**src/rtl/tmr_pkg.sv**
```systemverilog
package tmr_pkg;

    typedef enum logic [2:0] {
        CLR_OFF   = 3'd0,
        CLR_GA    = 3'd1,
        CLR_GB    = 3'd2,
        CLR_SYNC  = 3'd3,
        CLR_OFF2  = 3'd4,
        CLR_GC    = 3'd5,
        CLR_GD    = 3'd6,
        CLR_SYNC2 = 3'd7
    } clr_sel_e;

    typedef enum logic [2:0] {
        SRC_DIV1  = 3'd0,
        SRC_DIV4  = 3'd1,
        SRC_DIV16 = 3'd2,
        SRC_DIV64 = 3'd3,
        SRC_PIN0  = 3'd4,
        SRC_PIN1  = 3'd5,
        SRC_PIN2  = 3'd6,
        SRC_PIN3  = 3'd7
    } clk_src_e;

    typedef enum logic [1:0] {
        EDG_RISE  = 2'd0,
        EDG_FALL  = 2'd1,
        EDG_BOTH  = 2'd2,
        EDG_BOTH2 = 2'd3
    } edge_e;

    typedef enum logic {
        LVL_LO = 1'b0,
        LVL_HI = 1'b1
    } lvl_state_e;

    typedef struct packed {
        clr_sel_e clr;
        edge_e    edg;
        clk_src_e src;
    } ctrl_t;

    localparam int ADDR_W      = 3;
    localparam int ADDR_CTRL   = 0;
    localparam int ADDR_MODE   = 1;
    localparam int ADDR_COUNT  = 2;
    localparam int ADDR_GRBASE = 4;

endpackage

```
**src/rtl/tmr_regs.sv**
```systemverilog
module tmr_regs
    import tmr_pkg::*;
#(
    parameter int CNT_W  = 16,
    parameter int NUM_GR = 4
) (
    input  logic                           clk,
    input  logic                           rst_n,
    input  logic                           wr_en,
    input  logic [ADDR_W-1:0]              wr_addr,
    input  logic [CNT_W-1:0]               wr_data,
    output ctrl_t                          ctrl,
    output logic                           sync_en,
    output logic                           buf_c,
    output logic                           buf_d,
    output logic [NUM_GR-1:0][CNT_W-1:0]   gr
);

    always_ff @(posedge clk or negedge rst_n) begin
        if (!rst_n) begin
            ctrl    <= '0;
            sync_en <= 1'b0;
            buf_c   <= 1'b0;
            buf_d   <= 1'b0;
        end else if (wr_en && wr_addr == ADDR_W'(ADDR_CTRL)) begin
            ctrl <= ctrl_t'(wr_data[7:0]);
        end else if (wr_en && wr_addr == ADDR_W'(ADDR_MODE)) begin
            sync_en <= wr_data[0];
            buf_c   <= wr_data[1];
            buf_d   <= wr_data[2];
        end
    end

    for (genvar i = 0; i < NUM_GR; i++) begin : g_gr
        always_ff @(posedge clk or negedge rst_n) begin
            if (!rst_n)
                gr[i] <= '0;
            else if (wr_en && wr_addr == ADDR_W'(ADDR_GRBASE + i))
                gr[i] <= wr_data;
        end
    end

endmodule

```
**src/rtl/tmr_clk_qual.sv**
```systemverilog
module tmr_clk_qual
    import tmr_pkg::*;
#(
    parameter int PIN_N = 4,
    parameter int PRE_W = 6
) (
    input  logic             clk,
    input  logic             rst_n,
    input  clk_src_e         src,
    input  edge_e            edg,
    input  logic [PIN_N-1:0] ext_clk,
    output logic             cnt_en
);

    logic [PRE_W-1:0] pre_cnt;
    logic [PIN_N-1:0] sync1, sync2;
    logic             sel_lvl;
    lvl_state_e       state, state_nx;
    logic             rise, fall;

    always_ff @(posedge clk or negedge rst_n) begin
        if (!rst_n) begin
            pre_cnt <= '0;
            sync1   <= '0;
            sync2   <= '0;
        end else begin
            pre_cnt <= pre_cnt + 1'b1;
            sync1   <= ext_clk;
            sync2   <= sync1;
        end
    end

    always_comb begin
        unique case (src)
            SRC_DIV1:  sel_lvl = 1'b0;
            SRC_DIV4:  sel_lvl = pre_cnt[1];
            SRC_DIV16: sel_lvl = pre_cnt[3];
            SRC_DIV64: sel_lvl = pre_cnt[5];
            default:   sel_lvl = sync2[src[1:0]];
        endcase
    end

    // level tracker: state register
    always_ff @(posedge clk or negedge rst_n) begin
        if (!rst_n)
            state <= LVL_LO;
        else
            state <= state_nx;
    end

    // level tracker: transitions and edge outputs
    always_comb begin
        state_nx = state;
        rise     = 1'b0;
        fall     = 1'b0;
        unique case (state)
            LVL_LO: if (sel_lvl) begin
                state_nx = LVL_HI;
                rise     = 1'b1;
            end
            LVL_HI: if (!sel_lvl) begin
                state_nx = LVL_LO;
                fall     = 1'b1;
            end
        endcase
    end

    always_comb begin
        if (src == SRC_DIV1)
            cnt_en = 1'b1;
        else begin
            unique case (edg)
                EDG_RISE: cnt_en = rise;
                EDG_FALL: cnt_en = fall;
                default:  cnt_en = rise | fall;
            endcase
        end
    end


    div_no_back_to_back_chk: assert property (@(posedge clk) disable iff (!rst_n)
        (cnt_en && (src == SRC_DIV4 || src == SRC_DIV16 || src == SRC_DIV64))
        |=> !(cnt_en && src == $past(src)));

endmodule

```
**src/rtl/tmr_core.sv**
```systemverilog
module tmr_core
    import tmr_pkg::*;
#(
    parameter int CNT_W  = 16,
    parameter int NUM_GR = 4
) (
    input  logic                         clk,
    input  logic                         rst_n,
    input  logic                         cnt_en,
    input  clr_sel_e                     clr_sel,
    input  logic                         sync_en,
    input  logic                         buf_c,
    input  logic                         buf_d,
    input  logic [NUM_GR-1:0][CNT_W-1:0] gr,
    input  logic                         sync_clr_in,
    input  logic                         cnt_wr,
    input  logic [CNT_W-1:0]             wr_data,
    output logic [CNT_W-1:0]             count,
    output logic [NUM_GR-1:0]            match,
    output logic                         clr_req
);

    logic [NUM_GR-1:0] hit;
    logic              mclr, sclr;

    for (genvar i = 0; i < NUM_GR; i++) begin : g_cmp
        logic blocked;
        if (i == 2)      begin : g_bc assign blocked = buf_c; end
        else if (i == 3) begin : g_bd assign blocked = buf_d; end
        else             begin : g_nb assign blocked = 1'b0;  end
        assign hit[i] = cnt_en && (count == gr[i]) && !blocked;
    end

    always_comb begin
        unique case (clr_sel)
            CLR_GA:  mclr = hit[0];
            CLR_GB:  mclr = hit[1];
            CLR_GC:  mclr = hit[2];
            CLR_GD:  mclr = hit[3];
            default: mclr = 1'b0;
        endcase
        sclr = (clr_sel == CLR_SYNC || clr_sel == CLR_SYNC2) && sync_en && sync_clr_in;
    end

    always_ff @(posedge clk or negedge rst_n) begin
        if (!rst_n) begin
            count   <= '0;
            match   <= '0;
            clr_req <= 1'b0;
        end else begin
            match   <= cnt_wr ? '0 : hit;
            clr_req <= mclr && sync_en && !cnt_wr;
            if (cnt_wr)
                count <= wr_data;
            else if (sclr || mclr)
                count <= '0;
            else if (cnt_en)
                count <= count + 1'b1;
        end
    end


    count_step_chk: assert property (@(posedge clk) disable iff (!rst_n)
        (cnt_en && !cnt_wr && !sclr && !mclr) |=> count == $past(count) + 1'b1);


    match_clear_chk: assert property (@(posedge clk) disable iff (!rst_n)
        (mclr && !cnt_wr) |=> count == '0);


    sync_clear_chk: assert property (@(posedge clk) disable iff (!rst_n)
        (sclr && !cnt_wr) |=> count == '0);


    buf_c_quiet_chk: assert property (@(posedge clk) disable iff (!rst_n)
        match[2] |-> !$past(buf_c));


    clr_req_src_chk: assert property (@(posedge clk) disable iff (!rst_n)
        clr_req |-> ($past(sync_en) && $past(mclr)));


    write_wins_chk: assert property (@(posedge clk) disable iff (!rst_n)
        cnt_wr |=> (count == $past(wr_data) && match == '0));

endmodule

```
**src/rtl/tmr_channel.sv**
```systemverilog
module tmr_channel
    import tmr_pkg::*;
#(
    parameter int CNT_W  = 16,
    parameter int NUM_GR = 4,
    parameter int PIN_N  = 4
) (
    input  logic              clk,
    input  logic              rst_n,
    input  logic              wr_en,
    input  logic [2:0]        wr_addr,
    input  logic [CNT_W-1:0]  wr_data,
    input  logic [PIN_N-1:0]  ext_clk,
    input  logic              sync_clr_in,
    output logic [CNT_W-1:0]  count,
    output logic [NUM_GR-1:0] match,
    output logic              clr_req
);

    localparam int PRE_W = 6;

    ctrl_t                        ctrl;
    logic                         sync_en, buf_c, buf_d, cnt_en, cnt_wr;
    logic [NUM_GR-1:0][CNT_W-1:0] gr;

    assign cnt_wr = wr_en && wr_addr == ADDR_W'(ADDR_COUNT);

    tmr_regs #(.CNT_W(CNT_W), .NUM_GR(NUM_GR)) u_regs (
        .clk(clk), .rst_n(rst_n), .wr_en(wr_en), .wr_addr(wr_addr),
        .wr_data(wr_data), .ctrl(ctrl), .sync_en(sync_en),
        .buf_c(buf_c), .buf_d(buf_d), .gr(gr)
    );

    tmr_clk_qual #(.PIN_N(PIN_N), .PRE_W(PRE_W)) u_qual (
        .clk(clk), .rst_n(rst_n), .src(ctrl.src), .edg(ctrl.edg),
        .ext_clk(ext_clk), .cnt_en(cnt_en)
    );

    tmr_core #(.CNT_W(CNT_W), .NUM_GR(NUM_GR)) u_core (
        .clk(clk), .rst_n(rst_n), .cnt_en(cnt_en), .clr_sel(ctrl.clr),
        .sync_en(sync_en), .buf_c(buf_c), .buf_d(buf_d), .gr(gr),
        .sync_clr_in(sync_clr_in), .cnt_wr(cnt_wr), .wr_data(wr_data),
        .count(count), .match(match), .clr_req(clr_req)
    );

endmodule

```
**config.mk**
```make
export PLATFORM = sky130hd
export DESIGN_NAME = tmr_channel
export DESIGN_NICKNAME = d
export VERILOG_FILES = /design/src/rtl/tmr_pkg.sv /design/src/rtl/tmr_regs.sv /design/src/rtl/tmr_clk_qual.sv /design/src/rtl/tmr_core.sv /design/src/rtl/tmr_channel.sv
export SDC_FILE = /design/constraint.sdc
export NUM_CORES = 1
export LEC_CHECK = 0
export BUFFER_PORTS_ARGS = -buffer_cell sky130_fd_sc_hd__buf_2
export CAP_MARGIN = 20
export CORE_MARGIN = 2
export CORE_UTILIZATION = 60
export DETAILED_ROUTE_END_ITERATION = 8
export PLACE_DENSITY_LB_ADDON = 0.1
export SETUP_SLACK_MARGIN = 0.1
export SYNTH_ARGS = -nofsm -noshare
export SYNTH_HDL_FRONTEND = slang
export SYNTH_SLANG_ARGS = --single-unit
```
**constraint.sdc**
```tcl
create_clock -name clk -period 3.8 [get_ports clk]
set_input_delay 0.76 -clock clk [delete_from_list [all_inputs] [get_ports clk]]
set_output_delay 0.76 -clock clk [all_outputs]
set_load 0.02 [all_outputs]
```
==> results of run 1 <==
[path summary, 6_finish.rpt]
path,startpoint,end,cells past startpoint
min,u_qual.sync1[3],u_qual.sync2[3],0
max,u_regs.ctrl[0],u_core.clr_req,12
max reg2reg,u_regs.ctrl[0],u_core.clr_req,12
min reg2reg,u_qual.sync1[3],u_qual.sync2[3],0
max in group asynchronous,rst_n,u_qual.state,2
min in group asynchronous,rst_n,u_regs.gr[63],1
[final cells by class]
| type | instances | area [sq um] |
|---|---|---|
| fillers | 675 | 2770 |
| clock buffers | 9 | 124 |
| multi-input cells | 312 | 2540 |
| clock inverters | 7 | 103 |
| inverters | 8 | 30.0 |
| flip-flops and latches | 111 | 2780 |
| well taps | 108 | 135 |
| repair buffers | 57 | 325 |
[cells in the mapped netlist (all sizes together)]
library cell and count:
a41oi 2, dlygate4sd1 1, a21oi 16, nor3 8
mux4 1, dfrtp 111, xor2 43, clkbuf 24
mux2 74, nand4 10, nand2 34, a211oi 2
nor4bb 2, o2111ai 1, o211ai 1, inv 8
and3b 1, buf 6, and4 1, o22ai 4
o21ai 12, o211a 1, o21a 1, ha 4
a41o 1, a2bb2oi 1, nor4b 2, nor2 14
and2 2, nand3 9, nor4 12, and3 2
nand4b 2, xnor2 26, a311o 1, o221ai 3
o31ai 6, nand2b 2, o41ai 2, mux2i 2
or3 2, a31oi 4, or2b 1
[power by group through the flow]
stage | Clock, mW | Sequential (mW) | Combinational (mW)
after global placement | 0 | 1.75 | 1.05
final | 0.781 | 1.73 | 1.07
after CTS | 0.796 | 1.74 | 1.08
after floorplan | 0 | 1.63 | 0.852
after global routing | 0.841 | 1.78 | 1.18
after detailed placement | 0 | 1.76 | 1.07
[logic make-up after synthesis]
logic type      after synthesis  share of synthesized area (%)
compound gates               58                           8.13
fa+ha+maj                     4                          0.911
simple gates                104                           9.84
xor+xnor                     69                           11.0
buf+inv                      39                           3.51
mux                          77                           16.0
flops                       111                           50.6
[registers in the layout, summed over array words and instances (netlist names)]
name,cells
u_qual.state,1
u_core.match,4
u_regs.sync_en,1
u_regs.ctrl,8
u_core.clr_req,1
u_qual.pre_cnt,6
u_qual.sync2,4
u_core.count,16
u_regs.gr,64
u_qual.sync1,4
u_regs.buf_c,1
u_regs.buf_d,1
[per-stage QoR]
stage | worst slack, ns | total power, mW | cells
CTS | 0.515 | 3.61 | 611
detailed placement | 0.538 | 2.83 | 595
global route | 0.350 | 3.79 | 612
global placement | 0.618 | 2.80 | 595
finish | 0.511 | 3.59 | 612
floorplan | 0.817 | 2.49 | 462
[critical path, stage by stage, from the launching register on]
cell       delay, ns
dfrtp_1         0.43
mux4_1          0.56
nand2_1         0.08
o21a_1          0.13
inv_1           0.06
ha_1            0.26
or2b_1          0.24
o211a_1         0.23
or3_1           0.36
o22ai_2         0.20
a2bb2oi_4       0.14
buf_4           0.30
and3b_2         0.23
[layer usage]
metal	vias to the layer above	global-route usage (%)	part of all wire, %
met2	115	43.1	48
met1	1892	39.4	43
met5	-	0	0
met4	0	8.96	1.9
li1	1717	-	-
met3	14	4.99	7.0
==> impl_metrics.yaml, run 1 <==
run_status:
  status: "finished, final reports clean"
synth:
  yosysWarnings: 0
  yosysUniqueCellTypes: 51
  synth_fp_nets: 493
  netlist_instances: 462
  yosys-top-cells-area: "dfrtp_1, mux2_2, xor2_1"
  synth_area_sq_mm: 0.00549
  yosys.area.top_type: "dfrtp_1"
  ys_seq_elements: 111
  synth_top_area_share_pct: 50.6
  synth-seq-area-share_pct: 50.6
  syn_area_per_cell_sq_um: 11.9
placed_design:
  place_area_sq_mm: 0.00580
  port_buffers: 47
  gp_congestion: 0.874
  dpl.hpwl_mm: 8.86
grt:
  grt_pass1_vias: 3752
  grt.total_usage_pct: 27.5
  grt_max_degree: 70
  antenna_found_initial: 0
  overflow: 0
  grt_pass1_wl_mm: 20.6
worst_setup_path:
  cp_max_fo: 17
  start_kind: "flip-flop"
  rrSetupSlack_ns: 0.51
  path_class: "flip-flop to flip-flop"
  end_kind: "flip-flop"
  required_ns: 4.12
  cp_data_arrival_time_ns: 3.61
sta:
  hold_viol: 0
  max_clock_freq_mhz: 304
  period_needed_ns: 3.29
  final_max_slew_viol_count: 0
  setup_tns_ns: 0
  rsz0062_at_grt: "false"
  relSlewSlack_pct: 42.1
  setup-violations-final: 0
  tightest_slew_ns: 0.869
  whs_ns: 0.358
  fin_crit_sh_pct: 86.6
  skew_ns: 0.0112
route:
  drtPass1Iterations: 4
  drtIter0Drc: 234
  avgRoutedWirePerCell_um: 20.6
  drc_errors: 0
  avgViaCountPerCell: 6.11
  detail_route.wirelength_mm: 12.6
  detail-route-antenna-nets: 0
  vias: 3738
power_and_ir_drop:
  power.density_mw_per_mm2: 595
  pwr-share-comb_pct: 29.9
  clkPwrFrac_pct: 21.8
  p_leak_nw: 2.70
  p_int_mw: 2.25
  netSwitchingPower_mw: 1.34
  p_sw_share_pct: 37.4
  ir_worst_vdd_mv: 0.326
  pwr-share-seq_pct: 48.3
floorplan:
  die_width_um: 99.7
  core_sq_mm: 0.00881
  rows: 34
  io-pin-count: 48
  die-area_sq_mm: 0.00993
  initial_core_util_pct: 62.4
  die_h_um: 99.7
clocking:
  clk-insertion-delay-late_ns: 0.38
  hold_buffers: 0
  cts_sinks: 111
  ctsResizeCount: 0
  cts_setup_buffers: 0
  cts_root_buffer: "clkbuf_8"
  cts_buffers: 9
  htree_levels: 3
  cts_tree: "done"
  path_clk_slew_ns: 0.11
  cts_buffer_depth: 2
cells_and_area:
  design_area_sq_mm: 0.00604
  postLayoutCoreUtil_pct: 68.5
  drive_gt1_share_pct: 32.3
  layout_common_cells: "dfrtp_1, mux2_2, buf_2"
  fin_nets: 530
  final_common_cell: "dfrtp_1"
  num_antenna_cells: 0
  syn_to_final_growth_pct: 9.91
job:
  max_cap_viol_count: 0
hold_path:
  hold_class: "flip-flop to flip-flop"
No activity file was read; power rests on OpenSTA's default activity.
==> run 2: changes to the inputs <==
--- a/config.mk
+++ b/config.mk
@@ -7,7 +7,7 @@
 export LEC_CHECK = 0
 export BUFFER_PORTS_ARGS = -buffer_cell sky130_fd_sc_hd__buf_2
 export CAP_MARGIN = 20
-export CORE_MARGIN = 2
+export CORE_MARGIN = 1
 export CORE_UTILIZATION = 60
 export DETAILED_ROUTE_END_ITERATION = 8
 export PLACE_DENSITY_LB_ADDON = 0.1
==> run 2 against run 1 <==
  * The run now ends with design-rule violations left
  * Final area is 0.56% lower
  * Combinational power about the same
  * Largest power group unchanged
  * Clock power is 7.7% lower
  * Final cell count stayed put
  * Highest routed layer unchanged
  * Largest cell class unchanged
  * Die area decreased by 4.0%
  * Routed wire length is 0.20% lower
  * Fmax is 5.1% lower
==> impl_metrics.yaml, run 2 (same netlist as run 1, synthesis figures left out) <==
power_and_ir_drop:
  p_leak_nw: 2.68
  power.density_mw_per_mm2: 589
  ir_worst_vdd_mv: 0.330
floorplan:
  initial_core_util_pct: 62.4
  die_h_um: 97.7
  io-pin-count: 48
  core_sq_mm: 0.00881
  die-area_sq_mm: 0.00954
  rows: 34
  die_width_um: 97.7
worst_setup_path:
  path_class: "flip-flop to flip-flop"
  start_kind: "flip-flop"
  rrSetupSlack_ns: 0.34
  rr_endpoint: "u_core.clr_req"
  r2r_cells: 11
  cp_data_arrival_time_ns: 3.79
  end_kind: "flip-flop"
  cp_max_fo: 17
  timing.rr.start: "u_regs.ctrl[0]"
  required_ns: 4.12
grt:
  grt.total_usage_pct: 28.6
  antenna_found_initial: 0
  grt_max_degree: 64
  grt_pass1_vias: 3728
  grt_pass1_wl_mm: 20.4
  overflow: 0
sta:
  period_needed_ns: 3.46
  tightest_slew_ns: 0.797
  max_clock_freq_mhz: 289
  final_max_slew_viol_count: 0
  setup_tns_ns: 0
  setup-violations-final: 0
  skew_ns: 0.0125
  fin_crit_sh_pct: 91.2
  relSlewSlack_pct: 46.9
  hold_viol: 0
  rsz0062_at_grt: "false"
cells_and_area:
  regMostFlops: "u_regs.gr"
  num_antenna_cells: 0
  final_common_cell: "dfrtp_1"
  layout_common_cells: "dfrtp_1, mux2_2, buf_2"
  design_area_sq_mm: 0.00600
  fillers: 670
  largest_register_ffs: 64
  fin_nets: 530
  multi_input_area_sq_mm: 0.00254
  top_regs: "u_regs.gr: 64 flops, u_core.count: 16 flops, u_regs.ctrl: 8 flops"
  drive_gt1_share_pct: 32.3
  syn_to_final_growth_pct: 9.30
  seqCellArea_sq_mm: 0.00278
clocking:
  cts_buffers: 9
  path_clk_slew_ns: 0.12
  cts_sinks: 111
  clk-insertion-delay-late_ns: 0.39
  cts_tree: "done"
  cts_setup_buffers: 0
  htree_levels: 3
  cts_buffer_depth: 2
  cts_root_buffer: "clkbuf_8"
  hold_buffers: 0
  ctsResizeCount: 0
route:
  detail_route.wirelength_mm: 12.6
  drtPass1Iterations: 7
  avgRoutedWirePerCell_um: 20.6
  drc_errors: 8
  detail-route-antenna-nets: 0
  vias: 3792
  drtIter0Drc: 248
  avgViaCountPerCell: 6.20
job:
  max_cap_viol_count: 0
hold_path:
  hold_class: "flip-flop to flip-flop"
  worstHoldEndpoint: "u_qual.sync2[1]"
  min_from: "u_qual.sync1[1]"
  worstHoldPathCells: 0
placed_design:
  gp_congestion: 0.894
  dpl.hpwl_mm: 8.99
  place_area_sq_mm: 0.00579
  port_buffers: 47
run_status:
  failed_checks: "design-rule violations"
  status: "finished with violations"
run 2: how the worst max path moves through the flow:
| stage | slack (ns) | cells after the start | startpoint | endpoint |
|---|---|---|---|---|
| floorplan | 0.82 | 13 | u_regs.ctrl[0] | u_core.count[13] |
| global placement | 0.44 | 11 | u_regs.ctrl[0] | u_core.clr_req |
| detailed placement | 0.38 | 11 | u_regs.ctrl[0] | u_core.clr_req |
| CTS | 0.33 | 11 | u_regs.ctrl[0] | u_core.clr_req |
| global route | 0.15 | 11 | u_regs.ctrl[0] | u_core.count[10] |
| finish | 0.34 | 11 | u_regs.ctrl[0] | u_core.clr_req |
run 2: metal layers:
| layer | vias up | global-route usage [%] | share of wire [%] |
|---|---|---|---|
| met5 | - | 0 | 0 |
| met3 | 17 | 4.17 | 6.2 |
| met1 | 1927 | 39.7 | 43 |
| met2 | 132 | 46.0 | 49 |
| met4 | 0 | 9.91 | 2.0 |
| li1 | 1716 | - | - |
run 2: area by class of cell:
cell class              instances  share of cell area [%]
flip-flops and latches        111                    46.3
clock inverters                 7                    1.36
clock buffers                   9                    2.06
multi-input cells             312                    42.3
repair buffers                 57                    5.21
well taps                     108                    2.25
inverters                       8                   0.500
run 2: critical path, cell delays in order, from the launching register on:
cell and delay (ns):
dfrtp_1 0.44, mux4_1 0.57, nand2_1 0.08, o21a_1 0.14, inv_1 0.06, ha_1 0.26
or2b_1 0.24, o211a_1 0.21, or3_1 0.35, o22ai_2 0.20, a2bb2oi_4 0.55, and3b_2 0.30
run 2: stage by stage:
| step | setup slack, ns | std cells | total power, mW | utilization (%) | hold slack, ns |
|---|---|---|---|---|---|
| final | 0.335 | 612 | 3.53 | 68.2 | 0.374 |
| after global routing | 0.154 | 612 | 3.72 | 68.2 | 0.377 |
| after CTS | 0.328 | 611 | 3.55 | 68.1 | 0.377 |
| after detailed placement | 0.378 | 595 | 2.83 | 65.7 | 0.348 |
| after global placement | 0.441 | 595 | 2.80 | 65.7 | 0.338 |
| after floorplan | 0.817 | 462 | 2.49 | - | 0.331 |
run 2: report_power, final:
group,internal [mW],switching [mW]
combinational,0.500,0.574
clock,0.266,0.455
sequential,1.42,0.325
total,2.18,1.35
==> run 3: changes to the inputs <==
--- a/config.mk
+++ b/config.mk
@@ -7,8 +7,10 @@
 export LEC_CHECK = 0
 export BUFFER_PORTS_ARGS = -buffer_cell sky130_fd_sc_hd__buf_2
 export CAP_MARGIN = 20
+export CELL_PAD_IN_SITES_DETAIL_PLACEMENT = 0
+export CELL_PAD_IN_SITES_GLOBAL_PLACEMENT = 1
 export CORE_MARGIN = 1
-export CORE_UTILIZATION = 60
+export CORE_UTILIZATION = 48
 export DETAILED_ROUTE_END_ITERATION = 8
 export PLACE_DENSITY_LB_ADDON = 0.1
 export SETUP_SLACK_MARGIN = 0.1
==> run 3 against run 2 <==
  * The run now ends clean
  * Critical path type unchanged
  * Highest routed layer unchanged
  * Die area up 24%
  * Largest cell class unchanged
  * Register-to-register slack better by 0.23 ns
  * Total power up 9.9%
  * Fmax up 7.1%
  * Critical endpoint unchanged
==> impl_metrics.yaml, run 3 (same netlist as run 1, synthesis figures left out) <==
floorplan:
  die_h_um: 109
  die-area_sq_mm: 0.0119
  initial_core_util_pct: 50.0
  die_width_um: 109
  io-pin-count: 48
  rows: 38
  core_sq_mm: 0.0110
clocking:
  hold_buffers: 0
  clk-insertion-delay-late_ns: 0.36
  cts_tree: "done"
  path_clk_slew_ns: 0.07
  cts_buffers: 9
  ctsResizeCount: 0
  cts_buffer_depth: 2
  htree_levels: 3
  cts_root_buffer: "clkbuf_16"
  cts_setup_buffers: 0
  cts_sinks: 111
job:
  max_cap_viol_count: 0
power_and_ir_drop:
  power.density_mw_per_mm2: 628
  p_int_mw: 2.53
  netSwitchingPower_mw: 1.36
  clkPwrFrac_pct: 26.9
  p_sw_share_pct: 35.0
  pwr-share-seq_pct: 44.5
  p_leak_nw: 2.75
  pwr-share-comb_pct: 28.6
  ir_worst_vdd_mv: 0.307
worst_setup_path:
  start_kind: "flip-flop"
  crit_start: "u_regs.ctrl[0]"
  path_class: "flip-flop to flip-flop"
  required_ns: 4.10
  crit_chain: "mux4_1 > nand2_1 > o21a_1 > inv_1 > ha_1 > or2b_1 > o211a_1 > or3_1 > o22ai_2 > a2bb2oi_4 > buf_4 > and3b_2"
  crit_slowest_cell: "mux4_1"
  timing.rr.start: "u_regs.ctrl[0]"
  cp_max_fo: 17
  cpPeakStageDelay_ns: 0.56
  rr_endpoint: "u_core.clr_req"
  r2r_cells: 12
  cp_data_arrival_time_ns: 3.53
  end_kind: "flip-flop"
  rrSetupSlack_ns: 0.56
run_status:
  status: "finished, final reports clean"
sta:
  final_max_slew_viol_count: 0
  max_clock_freq_mhz: 309
  setup_tns_ns: 0
  setup-violations-final: 0
  period_needed_ns: 3.24
  relSlewSlack_pct: 45.7
  tightest_slew_ns: 0.807
  skew_ns: 0.0122
  whs_ns: 0.351
  hold_viol: 0
  fin_crit_sh_pct: 85.2
  rsz0062_at_grt: "false"
grt:
  grt_pass1_wl_mm: 21.5
  overflow: 0
  antenna_found_initial: 0
  grt.total_usage_pct: 25.2
  grt_pass1_vias: 3698
  grt_max_degree: 59
cells_and_area:
  top_regs: "u_regs.gr: 64 flops, u_core.count: 16 flops, u_regs.ctrl: 8 flops"
  syn_to_final_growth_pct: 12.6
  regMostFlops: "u_regs.gr"
  drive_gt1_share_pct: 32.6
  largest_register_ffs: 64
  layout_common_cells: "dfrtp_1, mux2_2, buf_2"
  fillers: 960
  fin_nets: 532
  final_common_cell: "dfrtp_1"
  num_antenna_cells: 0
route:
  detail_route.wirelength_mm: 13.7
  drtIter0Drc: 225
  avgRoutedWirePerCell_um: 21.1
  drtPass1Iterations: 4
  detail-route-antenna-nets: 0
  drc_errors: 0
  avgViaCountPerCell: 5.65
  vias: 3647
hold_path:
  min_from: "u_qual.sync1[2]"
  worstHoldPathCells: 0
  worstHoldEndpoint: "u_qual.sync2[2]"
  hold_class: "flip-flop to flip-flop"
placed_design:
  port_buffers: 47
  dpl.hpwl_mm: 9.50
  gp_congestion: 0.847
[run 3: cell count changes in the layout (fill, tap and decap cells not counted), sizes merged]
cell      previous run  this run
inv                 13         9
bufinv               0         2
clkinv               2         1
clkinvlp             0         2
clkbuf               9        11
buf                 57        58
[run 3: power groups by stage]
| stage | logic (mW) | clock network (mW) | registers (mW) |
|---|---|---|---|
| after floorplan | 0.852 | 0 | 1.63 |
| after global placement | 1.10 | 0 | 1.74 |
| after detailed placement | 1.11 | 0 | 1.75 |
| after CTS | 1.12 | 1.07 | 1.73 |
| after global routing | 1.21 | 1.11 | 1.77 |
| final | 1.11 | 1.04 | 1.73 |
[run 3: worst max path at each step]
stage / end / depth (start not counted)
floorplan: u_core.count[13] / 13
global placement: u_core.clr_req / 12
detailed placement: u_core.clr_req / 12
CTS: u_core.clr_req / 12
global route: u_core.count[10] / 12
finish: u_core.clr_req / 12
[run 3: routing by layer]
metal	wire, um	global-route usage, %	vias up	share of wire, %
met1	6550	35.8	1843	48
li1	-	-	1725	-
met3	386	2.81	18	2.8
met2	6440	39.4	61	47
met5	0	0	-	0
met4	273	10.2	0	2.0
[run 3: per-stage QoR]
step	instance area, sq um	setup WS, ns	util [%]	cells	total power, mW
floorplan	5490	0.817	-	462	2.49
global placement	5840	0.632	53.2	629	2.84
detailed placement	5840	0.575	53.2	629	2.86
CTS	6180	0.557	56.2	645	3.92
global route	6180	0.381	56.3	646	4.09
finish	6180	0.564	56.3	646	3.89
[run 3: final cells by class]
| cell class | instances | area (sq um) | share of cell area, % |
|---|---|---|---|
| Clock inverter | 6 | 92.6 | 1.50 |
| Multi-Input combinational cell | 312 | 2540 | 41.1 |
| Tap cell | 140 | 175 | 2.83 |
| Clock buffer | 10 | 239 | 3.86 |
| Inverter | 8 | 30.0 | 0.486 |
| Timing Repair Buffer | 59 | 328 | 5.30 |
| Sequential cell | 111 | 2780 | 44.9 |
[run 3: critical path, delay by kind of cell (launching register included)]
kind	cells	cell delay, ns
multiplexers	1	0.56
AO/OA/AOI/OAI	4	0.67
flip-flops	1	0.42
adder cells (fa/ha/maj)	1	0.26
buffers and inverters	2	0.36
AND/OR/NAND/NOR	4	0.89
